==> config.mk <==
export PLATFORM = sky130hd
export DESIGN_NAME = uart_irq_ctrl
export DESIGN_NICKNAME = d
export VERILOG_FILES = /design/src/rtl/uart_irq_pkg.sv /design/src/rtl/uirq_status.sv /design/src/rtl/uirq_mask.sv /design/src/rtl/uirq_line.sv /design/src/rtl/uart_irq_ctrl.sv
export SDC_FILE = /design/constraint.sdc
export NUM_CORES = 1
export LEC_CHECK = 0
export BUFFER_PORTS_ARGS = -buffer_cell sky130_fd_sc_hd__buf_2
export CAP_MARGIN = 20
export CORE_AREA = 10 10 47 49
export DETAILED_ROUTE_END_ITERATION = 16
export DIE_AREA = 0 0 57 59
export HOLD_SLACK_MARGIN = 0.06
export PLACE_DENSITY = 0.61
export SYNTH_ARGS = -nofsm -noshare
export SYNTH_HDL_FRONTEND = slang
export SYNTH_SLANG_ARGS = --single-unit
export TNS_END_PERCENT = 20
==> constraint.sdc <==
create_clock -name clk -period 1.39 [get_ports clk]
set_input_delay 0.278 -clock clk [delete_from_list [all_inputs] [get_ports clk]]
set_output_delay 0.278 -clock clk [all_outputs]
set_load 0.1 [all_outputs]
==> src/rtl/uart_irq_pkg.sv <==
// Shared constants for the UART interrupt unit.
// Assumes a byte-wide status/mask register; bit positions are decoded by software.
package uart_irq_pkg;
    localparam int REG_W   = 8;
    localparam int ADDR_W  = 6;
    localparam logic [ADDR_W-1:0] IRQ_OFS = 6'h14;
    localparam int BIT_TX  = 0;
    localparam int BIT_RX  = 1;
    localparam int BIT_BRK = 2;
    localparam int BIT_COS = 7;
    localparam int LIVE_BITS = BIT_BRK + 1;
endpackage

==> src/rtl/uirq_status.sv <==
// Builds the interrupt status byte.
// Bits 0 and 1 come straight from live status inputs; bit 2 is a sticky break flag.
// Assumes break_set and break_clr are single-cycle strobes; set wins over clear.
module uirq_status #(
    parameter int REG_W   = uart_irq_pkg::REG_W,
    parameter int BIT_TX  = uart_irq_pkg::BIT_TX,
    parameter int BIT_RX  = uart_irq_pkg::BIT_RX,
    parameter int BIT_BRK = uart_irq_pkg::BIT_BRK
) (
    input  logic             clk,
    input  logic             rst_n,
    input  logic             tx_ready,
    input  logic             rx_ready,
    input  logic             fifo_full,
    input  logic             rx_sel_full,
    input  logic             break_set,
    input  logic             break_clr,
    output logic [REG_W-1:0] status,
    output logic             brk_flag
);
    localparam int FIRST_RSVD = BIT_BRK + 1;

    logic rx_src;

    // Pick the receive interrupt source from the mode bit.
    always_comb begin
        rx_src = rx_sel_full ? fifo_full : rx_ready;
    end

    // Sticky break flag: set on a break, cleared only by the clear strobe.
    always_ff @(posedge clk) begin
        if (!rst_n) begin
            brk_flag <= 1'b0;
        end else if (break_set) begin
            brk_flag <= 1'b1;
        end else if (break_clr) begin
            brk_flag <= 1'b0;
        end
    end

    // Place the live and sticky bits at their positions.
    always_comb begin
        status[BIT_TX]  = tx_ready;
        status[BIT_RX]  = rx_src;
        status[BIT_BRK] = brk_flag;
    end

    // Reserved bits, including the change-of-state position, tie low.
    generate
        for (genvar g = FIRST_RSVD; g < REG_W; g++) begin : g_rsvd
            assign status[g] = 1'b0;
        end
    endgenerate
endmodule

==> src/rtl/uirq_mask.sv <==
// Software-written interrupt mask register.
// Loads on a write strobe at the mask offset; all other offsets are ignored.
module uirq_mask #(
    parameter int REG_W  = uart_irq_pkg::REG_W,
    parameter int ADDR_W = uart_irq_pkg::ADDR_W,
    parameter logic [ADDR_W-1:0] MASK_OFS = uart_irq_pkg::IRQ_OFS
) (
    input  logic              clk,
    input  logic              rst_n,
    input  logic [ADDR_W-1:0] reg_addr,
    input  logic              reg_wr,
    input  logic [REG_W-1:0]  reg_wdata,
    output logic [REG_W-1:0]  mask
);
    logic hit;

    // Decode a write aimed at the mask.
    always_comb begin
        hit = reg_wr && (reg_addr == MASK_OFS);
    end

    // Hold the mask; load it on a decoded write.
    always_ff @(posedge clk) begin
        if (!rst_n) begin
            mask <= '0;
        end else if (hit) begin
            mask <= reg_wdata;
        end
    end
endmodule

==> src/rtl/uirq_line.sv <==
// Registered interrupt request: high when any status bit meets a set mask bit.
// Assumes a level-sensitive consumer; no edge generation.
module uirq_line #(
    parameter int REG_W = uart_irq_pkg::REG_W
) (
    input  logic             clk,
    input  logic             rst_n,
    input  logic [REG_W-1:0] status,
    input  logic [REG_W-1:0] mask,
    output logic             irq
);
    logic [REG_W-1:0] hits;

    // Per-bit gating of status by mask.
    generate
        for (genvar g = 0; g < REG_W; g++) begin : g_hit
            assign hits[g] = status[g] & mask[g];
        end
    endgenerate

    // Register the OR of all gated bits.
    always_ff @(posedge clk) begin
        if (!rst_n) begin
            irq <= 1'b0;
        end else begin
            irq <= |hits;
        end
    end
endmodule

==> src/rtl/uart_irq_ctrl.sv <==
// Top of the UART interrupt unit: status build, mask register, interrupt line
// and the register read mux. Reads are combinational and side-effect free.
module uart_irq_ctrl #(
    parameter int REG_W  = uart_irq_pkg::REG_W,
    parameter int ADDR_W = uart_irq_pkg::ADDR_W,
    parameter logic [ADDR_W-1:0] IRQ_OFS = uart_irq_pkg::IRQ_OFS
) (
    input  logic              clk,
    input  logic              rst_n,
    input  logic              tx_ready,
    input  logic              rx_ready,
    input  logic              fifo_full,
    input  logic              rx_irq_on_full,
    input  logic              break_pulse,
    input  logic              break_clr,
    input  logic [ADDR_W-1:0] reg_addr,
    input  logic              reg_wr,
    input  logic [REG_W-1:0]  reg_wdata,
    output logic [REG_W-1:0]  reg_rdata,
    output logic              irq_out
);
    logic [REG_W-1:0] status_w;
    logic [REG_W-1:0] mask_q;
    logic             brk_q;

    uirq_status #(.REG_W(REG_W)) i_status (
        .clk        (clk),
        .rst_n      (rst_n),
        .tx_ready   (tx_ready),
        .rx_ready   (rx_ready),
        .fifo_full  (fifo_full),
        .rx_sel_full(rx_irq_on_full),
        .break_set  (break_pulse),
        .break_clr  (break_clr),
        .status     (status_w),
        .brk_flag   (brk_q)
    );

    uirq_mask #(.REG_W(REG_W), .ADDR_W(ADDR_W), .MASK_OFS(IRQ_OFS)) i_mask (
        .clk      (clk),
        .rst_n    (rst_n),
        .reg_addr (reg_addr),
        .reg_wr   (reg_wr),
        .reg_wdata(reg_wdata),
        .mask     (mask_q)
    );

    uirq_line #(.REG_W(REG_W)) i_line (
        .clk   (clk),
        .rst_n (rst_n),
        .status(status_w),
        .mask  (mask_q),
        .irq   (irq_out)
    );

    // Read mux: status at the interrupt offset, zero elsewhere.
    always_comb begin
        reg_rdata = (reg_addr == IRQ_OFS) ? status_w : '0;
    end
endmodule

==> results of run 1 <==
## power breakdown
group	total [mW]	internal [mW]	leakage [nW]	switching (mW)
logic	0.110	0.0307	0.176	0.0798
clock network	0.165	0.108	0.0150	0.0565
registers	0.148	0.146	0.0406	0.00155
## synth_stat cells
| library cell | instances | area, um2 |
|---|---|---|
| sky130_fd_sc_hd__or4b_4 | 1 | 13.8 |
| sky130_fd_sc_hd__dfxtp_1 | 5 | 100 |
| sky130_fd_sc_hd__nor2_4 | 1 | 11.3 |
| sky130_fd_sc_hd__mux2i_1 | 4 | 40.0 |
| sky130_fd_sc_hd__clkbuf_1 | 1 | 3.75 |
| sky130_fd_sc_hd__nor2b_1 | 1 | 6.26 |
| sky130_fd_sc_hd__conb_1 | 1 | 3.75 |
| sky130_fd_sc_hd__and2_1 | 1 | 6.26 |
| sky130_fd_sc_hd__nand2_1 | 6 | 22.5 |
| sky130_fd_sc_hd__inv_1 | 1 | 3.75 |
| sky130_fd_sc_hd__nor3b_2 | 1 | 12.5 |
| sky130_fd_sc_hd__o21a_1 | 1 | 7.51 |
| sky130_fd_sc_hd__nand3b_1 | 1 | 7.51 |
| sky130_fd_sc_hd__o21ai_0 | 1 | 5.00 |
| sky130_fd_sc_hd__and2_2 | 2 | 15.0 |
| sky130_fd_sc_hd__buf_4 | 5 | 37.5 |
| sky130_fd_sc_hd__a22oi_1 | 1 | 7.51 |
| sky130_fd_sc_hd__and2b_2 | 1 | 8.76 |
## flip-flops by register name, summed over array words and instances, names as in the netlist
register / flops
i_line.irq: 1
i_mask.mask: 3
i_status.brk_flag: 1
## cell usage in the layout (no fill, tap or decap)
master,instances
sky130_fd_sc_hd__nand2_1,6
sky130_fd_sc_hd__and2_1,1
sky130_fd_sc_hd__o21a_1,1
sky130_fd_sc_hd__buf_2,17
sky130_fd_sc_hd__o21ai_0,1
sky130_fd_sc_hd__buf_4,1
sky130_fd_sc_hd__a22oi_1,1
sky130_fd_sc_hd__nor2_4,1
sky130_fd_sc_hd__clkbuf_4,3
sky130_fd_sc_hd__conb_1,5
sky130_fd_sc_hd__nor3b_4,1
sky130_fd_sc_hd__buf_12,3
sky130_fd_sc_hd__or4b_4,1
sky130_fd_sc_hd__and2b_4,1
sky130_fd_sc_hd__buf_6,1
sky130_fd_sc_hd__clkbuf_1,1
sky130_fd_sc_hd__nor2b_1,1
sky130_fd_sc_hd__mux2i_1,4
sky130_fd_sc_hd__and2_4,2
sky130_fd_sc_hd__inv_1,1
sky130_fd_sc_hd__nand3b_1,1
sky130_fd_sc_hd__dfxtp_1,5
## critical path: stages
cell	delay (ns)
sky130_fd_sc_hd__buf_6	0.09
sky130_fd_sc_hd__or4b_4	0.54
sky130_fd_sc_hd__nor3b_4	0.22
sky130_fd_sc_hd__and2b_4	0.19
sky130_fd_sc_hd__buf_12	0.17
## layout make-up
class	instances	area [um2]
timing repair buffer	22	164
multi-input combinational	27	193
inverter	1	3.75
sequential	5	100
tap	16	20.0
clock buffer	4	26.3
fill	147	895
## path summary, 6_finish.rpt
kind                            slack (ns)         startpoint                 to  depth (start not counted)
worst max-delay path                 -0.37        reg_addr[5]       reg_rdata[1]                          5
worst min-delay path                  0.25        break_pulse  i_status.brk_flag                          2
worst max register to register        0.56  i_status.brk_flag         i_line.irq                          3
worst min register to register        0.46     i_mask.mask[2]     i_mask.mask[2]                          2
## kinds of logic after synthesis
| family | after synthesis | share of synthesized area |
|---|---|---|
| AOI/OAI and AO/OA | 3 | 0.0640 |
| muxes | 4 | 0.128 |
| DFF | 5 | 0.320 |
| buffers and inverters | 7 | 0.144 |
| other | 1 | 0.0120 |
| and+or+nand+nor | 15 | 0.332 |
## metrics by stage
step                      setup slack [ns]  utilization  hold WS (ns)  power (mW)
after floorplan                     -0.320            -         0.402       0.241
after global placement              -0.377        0.338         0.446       0.259
after detailed placement            -0.387        0.338         0.450       0.259
after CTS                           -0.375        0.362         0.244       0.430
after global routing                -0.400        0.362         0.236       0.452
final                               -0.368        0.362         0.248       0.423
## per-layer routing
metal	wire length (um)	vias up
met5	0	-
met4	0	0
met3	102	0
met2	403	17
met1	295	118
li1	-	152
## timing repair
action,in CTS,in global routing
setup endpoints to repair,3,3
resized for setup,1,0
endpoints found under the hold margin,0,0
cloned,0,0
pin swaps,2,1
==> metrics.txt, run 1 <==
# TYPE chip_impl_metric gauge
chip_impl_info{name="run_status",value="complete, but fails checks"} 1
chip_impl_info{name="violations_in_the_final_reports",value="negative setup slack"} 1
chip_impl_metric{name="worst_clock_skew",unit="ns"} 0.000611
chip_impl_metric{name="worst_endpoint_data_arrival_time",unit="ns"} 1.48
chip_impl_metric{name="timing.final.crit_share",unit=""} 1.26
chip_impl_metric{name="flow.area_growth_from_synthesis",unit="%"} 62.0
chip_impl_metric{name="ant_nets",unit=""} 0
chip_impl_metric{name="slew_viol_final",unit=""} 0
chip_impl_metric{name="hpwl",unit="um"} 715
chip_impl_metric{name="die_height",unit="um"} 59
chip_impl_info{name="worst-setup-path-type",value="input pin to output pin"} 1
chip_impl_metric{name="fin_cells",unit=""} 75
chip_impl_metric{name="hold_buffers",unit=""} 0
chip_impl_metric{name="coreArea",unit="um2"} 1400
chip_impl_metric{name="cts_max_path_buffers",unit=""} 2
chip_impl_info{name="worstSetupEndpointType",value="output pin"} 1
chip_impl_metric{name="cts_max_level",unit=""} 1
chip_impl_metric{name="routabilityCongestion",unit=""} 0.735
chip_impl_metric{name="detailed_place.area",unit="um2"} 474
chip_impl_metric{name="grt_pass1_vias",unit=""} 284
chip_impl_metric{name="routed_wirelength",unit="um"} 801
chip_impl_metric{name="met2_usage_in_global_routing",unit=""} 0.0713
chip_impl_metric{name="proportion_of_layout_cells_with_a_drive_suffix_above_1",unit=""} 0.525
chip_impl_metric{name="initialDrtViolationCount",unit=""} 4
chip_impl_metric{name="via_per_inst",unit=""} 3.83
chip_impl_metric{name="start_util",unit=""} 0.223
chip_impl_metric{name="tritoncts_num_sinks",unit=""} 5
chip_impl_metric{name="cap_violations",unit=""} 0
chip_impl_metric{name="met1_usage",unit=""} 0.0462
chip_impl_metric{name="numPortBuffers",unit=""} 21
chip_impl_metric{name="placementRows",unit=""} 14
chip_impl_metric{name="insertion_delay",unit="ns"} 0.24
chip_impl_metric{name="power.ir.vdd_worst",unit="V"} 0.000527
chip_impl_metric{name="ys_warn_count",unit=""} 0
chip_impl_metric{name="grt_remaining_overflow",unit=""} 0
chip_impl_metric{name="cts_buffers",unit=""} 3
chip_impl_metric{name="synth.lib_cells_used.distinct",unit=""} 18
chip_impl_metric{name="place_inst",unit=""} 71
chip_impl_metric{name="postLayoutSetupSlackWorst",unit="ns"} -0.368
chip_impl_metric{name="final_nets",unit=""} 83
chip_impl_info{name="clk_root_buffer_cell",value="sky130_fd_sc_hd__clkbuf_4"} 1
chip_impl_metric{name="routed_wire_length_per_instance",unit="um"} 10.7
chip_impl_metric{name="yosysSeqAreaShare",unit=""} 0.320
chip_impl_info{name="rsz0062_at_grt",value="yes"} 1
chip_impl_metric{name="crit_path_max_fanout",unit=""} 3
chip_impl_metric{name="antenna_found_initial",unit=""} 0
chip_impl_metric{name="ios",unit=""} 32
chip_impl_metric{name="layout_min_cycle_time",unit="ns"} 1.76
chip_impl_metric{name="globalRouteMet3Util",unit=""} 0.0429
chip_impl_metric{name="synthesis.area",unit="um2"} 313
chip_impl_metric{name="syn_inst",unit=""} 35
chip_impl_metric{name="critPathRequiredTime",unit="ns"} 1.11
chip_impl_metric{name="length_of_the_first_detailed_routing_pass_in_iterations",unit=""} 4
chip_impl_metric{name="insertedDiodeCount",unit=""} 0
chip_impl_metric{name="synth_area_per_cell",unit="um2"} 8.94
chip_impl_info{name="clock_tree_from_tritoncts",value="built"} 1
chip_impl_info{name="holdCritPathClass",value="input pin to register"} 1
chip_impl_metric{name="drcViolationCount",unit=""} 0
chip_impl_metric{name="layout.cell_area.non_filler",unit="um2"} 507
chip_impl_metric{name="global_route_usage_sum",unit=""} 0.0479
chip_impl_metric{name="hold_viol",unit=""} 0
chip_impl_info{name="grt.busiest_layer",value="met2"} 1
chip_impl_metric{name="pin_count_of_the_biggest_net_entering_global_routing",unit=""} 9
chip_impl_metric{name="final-setup-viol-count",unit=""} 3
chip_impl_info{name="worst_setup_sp_type",value="input pin"} 1
chip_impl_metric{name="fin_tns_setup",unit="ns"} -1.09
chip_impl_metric{name="synth-seq-cells",unit=""} 5
chip_impl_metric{name="cellLeakagePower",unit="nW"} 0.232
chip_impl_metric{name="clk_transition_reported_paths",unit="ns"} 0.04
chip_impl_metric{name="first_pass_grt_wire_length",unit="um"} 1240
chip_impl_metric{name="die-area",unit="um2"} 3360
chip_impl_metric{name="maximum_achievable_frequency",unit="GHz"} 0.569
chip_impl_metric{name="post_cts_buffers",unit=""} 0
chip_impl_metric{name="vias",unit=""} 287
chip_impl_metric{name="die_w",unit="um"} 57
chip_impl_metric{name="pwr_density_cell",unit="nW/um2"} 835
(Power assumes the default switching activity.)
==> run 2: changes to the inputs <==
Settings changed: CELL_PAD_IN_SITES_DETAIL_PLACEMENT set to 0, CELL_PAD_IN_SITES_GLOBAL_PLACEMENT set to 2, CORE_AREA 10 10 47 49 to not set, CORE_MARGIN set to 10, CORE_UTILIZATION set to 14, DIE_AREA 0 0 57 59 to not set, PLACE_DENSITY 0.61 to 0.73.
==> metrics.txt, run 2 (same netlist as run 1, synthesis figures left out) <==
# TYPE chip_impl_metric gauge
chip_impl_info{name="run_status",value="complete, but fails checks"} 1
chip_impl_info{name="violations_in_the_final_reports",value="negative setup slack"} 1
chip_impl_metric{name="hpwl",unit="um"} 824
chip_impl_metric{name="layout_min_cycle_time",unit="ns"} 1.76
chip_impl_info{name="worstSetupEndpointType",value="output pin"} 1
chip_impl_info{name="mostFrequentLayoutCell",value="sky130_fd_sc_hd__buf_2"} 1
chip_impl_metric{name="die_height",unit="um"} 67.3
chip_impl_metric{name="cts_max_level",unit=""} 1
chip_impl_metric{name="die-area",unit="um2"} 4530
chip_impl_metric{name="power.ir.vdd_worst",unit="V"} 0.000318
chip_impl_info{name="rsz0062_at_grt",value="yes"} 1
chip_impl_metric{name="flow.area_growth_from_synthesis",unit="%"} 66.8
chip_impl_metric{name="maximum_achievable_frequency",unit="GHz"} 0.568
chip_impl_metric{name="ios",unit=""} 32
chip_impl_metric{name="pwr_total",unit="uW"} 427
chip_impl_metric{name="routabilityCongestion",unit=""} 0.646
chip_impl_metric{name="via_per_inst",unit=""} 3.22
chip_impl_metric{name="grt_remaining_overflow",unit=""} 0
chip_impl_metric{name="numPortBuffers",unit=""} 21
chip_impl_metric{name="die_w",unit="um"} 67.3
chip_impl_metric{name="routed_wire_length_per_instance",unit="um"} 10.4
chip_impl_metric{name="coreArea",unit="um2"} 2170
chip_impl_metric{name="whs",unit="ns"} 0.260
chip_impl_metric{name="global_route_usage_sum",unit=""} 0.0393
chip_impl_metric{name="slew_viol_final",unit=""} 0
chip_impl_metric{name="first_pass_grt_wire_length",unit="um"} 1290
chip_impl_metric{name="start_util",unit=""} 0.144
chip_impl_info{name="cpMaxStageDelayCell",value="sky130_fd_sc_hd__or4b_4"} 1
chip_impl_info{name="worst_setup_sp_type",value="input pin"} 1
chip_impl_metric{name="initialDrtViolationCount",unit=""} 3
chip_impl_metric{name="setup.reg_to_reg.worst_slack",unit="ns"} 0.54
chip_impl_metric{name="crit_path_max_fanout",unit=""} 3
chip_impl_metric{name="cap_violations",unit=""} 0
chip_impl_info{name="reg.largest.list",value="i_mask.mask: 3 flops, i_line.irq: 1 flops, i_status.brk_flag: 1 flops"} 1
chip_impl_metric{name="pin_count_of_the_biggest_net_entering_global_routing",unit=""} 9
chip_impl_metric{name="postLayoutSetupSlackWorst",unit="ns"} -0.370
chip_impl_info{name="largest-register",value="i_mask.mask"} 1
chip_impl_metric{name="post_cts_buffers",unit=""} 0
chip_impl_metric{name="fin_tns_setup",unit="ns"} -1.10
chip_impl_info{name="clock_tree_from_tritoncts",value="built"} 1
chip_impl_metric{name="length_of_the_first_detailed_routing_pass_in_iterations",unit=""} 3
chip_impl_metric{name="utilization",unit=""} 0.240
chip_impl_metric{name="timing.final.crit_share",unit=""} 1.27
chip_impl_metric{name="vias",unit=""} 280
chip_impl_metric{name="cellLeakagePower",unit="nW"} 0.232
chip_impl_metric{name="largest_register_ffs",unit=""} 3
chip_impl_metric{name="cts_buffers",unit=""} 3
chip_impl_metric{name="worst_clock_skew",unit="ns"} 0.000828
chip_impl_metric{name="cts_max_path_buffers",unit=""} 2
chip_impl_metric{name="insertedDiodeCount",unit=""} 0
chip_impl_info{name="most-common-layout-cells",value="17 x sky130_fd_sc_hd__buf_2, 6 x sky130_fd_sc_hd__nand2_1, 5 x sky130_fd_sc_hd__conb_1, 5 x sky130_fd_sc_hd__dfxtp_1, 4 x sky130_fd_sc_hd__mux2i_1"} 1
chip_impl_metric{name="hold_viol",unit=""} 0
chip_impl_metric{name="grt_pass1_vias",unit=""} 311
chip_impl_info{name="cells_along_the_critical_path",value="buf_6 -> or4b_4 -> nor3b_4 -> and2b_4 -> buf_12"} 1
chip_impl_info{name="holdCritPathClass",value="input pin to register"} 1
chip_impl_metric{name="clk_transition_reported_paths",unit="ns"} 0.04
chip_impl_metric{name="insertion_delay",unit="ns"} 0.24
chip_impl_metric{name="critPathMaxStageDelay",unit="ns"} 0.55
chip_impl_metric{name="routed_wirelength",unit="um"} 904
chip_impl_metric{name="proportion_of_layout_cells_with_a_drive_suffix_above_1",unit=""} 0.525
chip_impl_info{name="clk_root_buffer_cell",value="sky130_fd_sc_hd__clkbuf_4"} 1
chip_impl_metric{name="critPathRequiredTime",unit="ns"} 1.11
chip_impl_info{name="worst-setup-path-type",value="input pin to output pin"} 1
chip_impl_metric{name="final-setup-viol-count",unit=""} 3
chip_impl_metric{name="worst_endpoint_data_arrival_time",unit="ns"} 1.48
chip_impl_metric{name="placementRows",unit=""} 17
chip_impl_metric{name="tritoncts_num_sinks",unit=""} 5
chip_impl_metric{name="ant_nets",unit=""} 0
chip_impl_metric{name="final_nets",unit=""} 83
chip_impl_metric{name="hold_buffers",unit=""} 0
chip_impl_metric{name="pwr_density_cell",unit="nW/um2"} 818
chip_impl_metric{name="drcViolationCount",unit=""} 0
chip_impl_metric{name="placement.setup.worst_slack",unit="ns"} -0.387
chip_impl_metric{name="antenna_found_initial",unit=""} 0
==> run 2: cell counts in the layout (fill, tap and decap cells not counted) <==
Identical to the previous run, type by type.
==> run 2: area by class of cell <==
| cell class | count | area, um2 |
|---|---|---|
| fill | 256 | 1650 |
| sequential | 5 | 100 |
| multi-input combinational | 27 | 193 |
| clock buffer | 4 | 26.3 |
| tap | 28 | 35.0 |
| timing repair buffer | 22 | 164 |
| inverter | 1 | 3.75 |
==> run 2: routing by layer <==
metal  wire (um)  track usage  share of wire  vias to the layer above
met5           0            0              0                        -
met4           0       0.0231              0                        0
met3         117       0.0413           0.13                        0
met2         423       0.0592           0.47                       14
met1         363       0.0316           0.40                      114
li1            -            -              -                      152
==> run 2: critical path: cells and delay by family <==
family / cells / cell delay (ns)
buffers and inverters: 2 / 0.26
and+or+nand+nor: 3 / 0.96
==> run 2: worst paths after layout <==
path | start | endpoint | depth (start not counted)
worst max-delay path | reg_addr[5] | reg_rdata[1] | 5
worst max register to register | i_status.brk_flag | i_line.irq | 3
worst min-delay path | break_pulse | i_status.brk_flag | 2
worst min register to register | i_mask.mask[1] | i_mask.mask[1] | 2
==> run 2: repair_timing <==
item | in CTS | in global routing
pin swaps | 2 | 0
gates cloned | 0 | 0
gates resized for setup | 1 | 0
endpoints found under the setup margin | 3 | 3
==> run 2: power by group <==
group	internal, mW	switching [mW]
Sequential	0.146	0.00156
Combinational	0.0307	0.0811
Clock	0.108	0.0585
==> run 2: stage by stage <==
step,area (um2),instances
after floorplan,338,39
after global placement,489,83
final,522,87
after detailed placement,489,83
after CTS,522,87
after global routing,522,87
==> run 3: changes to the inputs <==
--- a/config.mk
+++ b/config.mk
@@ -16,2 +16,3 @@
 export PLACE_DENSITY = 0.73
+export SKIP_CTS_REPAIR_TIMING = 1
 export SYNTH_ARGS = -nofsm -noshare
--- a/constraint.sdc
+++ b/constraint.sdc
@@ -3,2 +3,2 @@
 set_output_delay 0.278 -clock clk [all_outputs]
-set_load 0.1 [all_outputs]
+set_load 0.005 [all_outputs]
==> metrics.txt, run 3 (same netlist as run 1, synthesis figures left out) <==
# TYPE chip_impl_metric gauge
chip_impl_metric{name="initialDrtViolationCount",unit=""} 14
chip_impl_metric{name="layout_min_cycle_time",unit="ns"} 1.64
chip_impl_metric{name="cts_max_path_buffers",unit=""} 2
chip_impl_metric{name="grt_remaining_overflow",unit=""} 0
chip_impl_metric{name="tritoncts_num_sinks",unit=""} 5
chip_impl_metric{name="crit_cells",unit=""} 5
chip_impl_metric{name="ios",unit=""} 32
chip_impl_metric{name="pin_count_of_the_biggest_net_entering_global_routing",unit=""} 9
chip_impl_metric{name="cellLeakagePower",unit="nW"} 0.225
chip_impl_metric{name="placementRows",unit=""} 17
chip_impl_info{name="largest-register",value="i_mask.mask"} 1
chip_impl_metric{name="ant_nets",unit=""} 0
chip_impl_metric{name="crit_path_max_fanout",unit=""} 3
chip_impl_info{name="violations_in_the_final_reports",value="negative setup slack"} 1
chip_impl_metric{name="timing.reg2reg.worst_path_depth",unit=""} 3
chip_impl_metric{name="grt_pass1_vias",unit=""} 319
chip_impl_metric{name="cp_num_buf_inv",unit=""} 2
chip_impl_metric{name="length_of_the_first_detailed_routing_pass_in_iterations",unit=""} 2
chip_impl_info{name="rsz0062_at_grt",value="yes"} 1
chip_impl_metric{name="hold_viol",unit=""} 0
chip_impl_metric{name="insertion_delay",unit="ns"} 0.24
chip_impl_metric{name="die-area",unit="um2"} 4530
chip_impl_metric{name="p_int",unit="uW"} 284
chip_impl_metric{name="maximum_achievable_frequency",unit="GHz"} 0.608
chip_impl_metric{name="coreArea",unit="um2"} 2170
chip_impl_metric{name="detailed_place.area",unit="um2"} 434
chip_impl_metric{name="cap_violations",unit=""} 0
chip_impl_metric{name="final_nets",unit=""} 83
chip_impl_metric{name="layout.cell_area.non_filler",unit="um2"} 479
chip_impl_info{name="mostFrequentLayoutCell",value="sky130_fd_sc_hd__buf_2"} 1
chip_impl_metric{name="global_route_usage_sum",unit=""} 0.0400
chip_impl_metric{name="largest_register_ffs",unit=""} 3
chip_impl_metric{name="vias",unit=""} 286
chip_impl_metric{name="via_per_inst",unit=""} 3.29
chip_impl_info{name="worst_setup_sp_type",value="input pin"} 1
chip_impl_metric{name="cts_buffers",unit=""} 3
chip_impl_metric{name="die_height",unit="um"} 67.3
chip_impl_info{name="grt.busiest_layer",value="met2"} 1
chip_impl_metric{name="routabilityCongestion",unit=""} 0.675
chip_impl_metric{name="pwr_density_cell",unit="nW/um2"} 765
chip_impl_metric{name="fin_tns_setup",unit="ns"} -0.752
chip_impl_metric{name="flow.area_growth_from_synthesis",unit="%"} 53.2
chip_impl_metric{name="clk_transition_reported_paths",unit="ns"} 0.04
chip_impl_info{name="holdCritPathClass",value="input pin to register"} 1
chip_impl_metric{name="timing.final.crit_share",unit=""} 1.18
chip_impl_metric{name="relative_contribution_of_combinational_cells_to_total_power",unit=""} 0.136
chip_impl_metric{name="numPortBuffers",unit=""} 21
chip_impl_metric{name="slew_viol_final",unit=""} 0
chip_impl_metric{name="met1_usage",unit=""} 0.0382
chip_impl_metric{name="power_switching_share",unit=""} 0.225
chip_impl_info{name="worst-setup-path-type",value="input pin to output pin"} 1
chip_impl_metric{name="start_util",unit=""} 0.144
chip_impl_info{name="worstSetupEndpointType",value="output pin"} 1
chip_impl_info{name="run_status",value="complete, but fails checks"} 1
chip_impl_metric{name="insertedDiodeCount",unit=""} 0
chip_impl_info{name="clk_root_buffer_cell",value="sky130_fd_sc_hd__clkbuf_4"} 1
chip_impl_metric{name="part_of_the_power_in_the_clock_network",unit=""} 0.461
chip_impl_metric{name="first_pass_grt_wire_length",unit="um"} 1330
chip_impl_metric{name="worst_endpoint_data_arrival_time",unit="ns"} 1.37
chip_impl_metric{name="critPathMaxStageDelay",unit="ns"} 0.55
chip_impl_metric{name="net-switching-power",unit="uW"} 82.6
chip_impl_metric{name="min_path_cells",unit=""} 2
chip_impl_metric{name="met2_usage_in_global_routing",unit=""} 0.0533
chip_impl_metric{name="cts_max_level",unit=""} 1
chip_impl_metric{name="critPathRequiredTime",unit="ns"} 1.11
chip_impl_info{name="path_delay_family",value="simple AND/OR/NAND/NOR gates"} 1
chip_impl_info{name="cells_along_the_critical_path",value="buf_6 -> or4b_4 -> nor3b_4 -> and2_2 -> buf_2"} 1
chip_impl_info{name="clock_tree_from_tritoncts",value="built"} 1
chip_impl_info{name="cpMaxStageDelayCell",value="sky130_fd_sc_hd__or4b_4"} 1
chip_impl_metric{name="drcViolationCount",unit=""} 0
chip_impl_info{name="reg.largest.list",value="i_mask.mask: 3 flops, i_line.irq: 1 flops, i_status.brk_flag: 1 flops"} 1
chip_impl_metric{name="die_w",unit="um"} 67.3
chip_impl_metric{name="globalRouteMet3Util",unit=""} 0.0512
chip_impl_metric{name="power.ir.vdd_worst",unit="V"} 0.000549
chip_impl_metric{name="whs",unit="ns"} 0.252
chip_impl_metric{name="routed_wirelength",unit="um"} 900
chip_impl_metric{name="proportion_of_layout_cells_with_a_drive_suffix_above_1",unit=""} 0.525
chip_impl_metric{name="seqPwrFrac",unit=""} 0.403
chip_impl_metric{name="final-setup-viol-count",unit=""} 3
chip_impl_metric{name="worst_clock_skew",unit="ns"} 0.000271
chip_impl_metric{name="antenna_found_initial",unit=""} 0
chip_impl_metric{name="postLayoutSetupSlackWorst",unit="ns"} -0.255
chip_impl_info{name="most-common-layout-cells",value="19 x sky130_fd_sc_hd__buf_2, 6 x sky130_fd_sc_hd__nand2_1, 5 x sky130_fd_sc_hd__conb_1, 5 x sky130_fd_sc_hd__dfxtp_1, 4 x sky130_fd_sc_hd__mux2i_1"} 1
chip_impl_metric{name="routed_wire_length_per_instance",unit="um"} 10.3
run 3: cell types whose count changed in the layout (fill, tap and decap cells not counted):
cell                      before  now
sky130_fd_sc_hd__and2b_4       1    0
sky130_fd_sc_hd__buf_12        3    0
sky130_fd_sc_hd__buf_6         1    2
sky130_fd_sc_hd__and2b_2       0    1
sky130_fd_sc_hd__and2_4        2    0
sky130_fd_sc_hd__and2_2        0    2
sky130_fd_sc_hd__buf_2        17   19
run 3: metal layers:
metal | part of all wire | vias up
met4 | 0 | 0
met5 | 0 | -
met3 | 0.19 | 0
met1 | 0.42 | 117
met2 | 0.39 | 17
li1 | - | 152
run 3: worst paths after layout:
kind                          start                 to  slack, ns
hold / removal          break_pulse  i_status.brk_flag       0.25
setup reg to reg  i_status.brk_flag         i_line.irq       0.56
hold reg to reg      i_mask.mask[2]     i_mask.mask[2]       0.45
setup / recovery        reg_addr[5]       reg_rdata[0]      -0.25
run 3: power groups by stage:
stage | sequential (mW) | combinational, mW | clock, mW
after floorplan | 0.150 | 0.0289 | 0
after CTS | 0.148 | 0.0463 | 0.177
after global routing | 0.148 | 0.0558 | 0.189
final | 0.148 | 0.0498 | 0.169
after detailed placement | 0.150 | 0.0461 | 0
after global placement | 0.150 | 0.0453 | 0
run 3: area by class of cell:
type	count	area [um2]
inverter	1	3.75
timing repair buffer	22	125
fill	261	1690
tap	28	35.0
multi-input combinational	27	189
clock buffer	4	26.3
sequential	5	100
run 3: through the flow:
stage,cells,power (mW),utilization,worst slack (ns)
after floorplan,39,0.179,-,-0.0600
after global placement,83,0.196,0.200,-0.277
after detailed placement,83,0.197,0.200,-0.264
after CTS,87,0.371,0.212,-0.265
after global routing,87,0.393,0.221,-0.318
final,87,0.366,0.221,-0.255
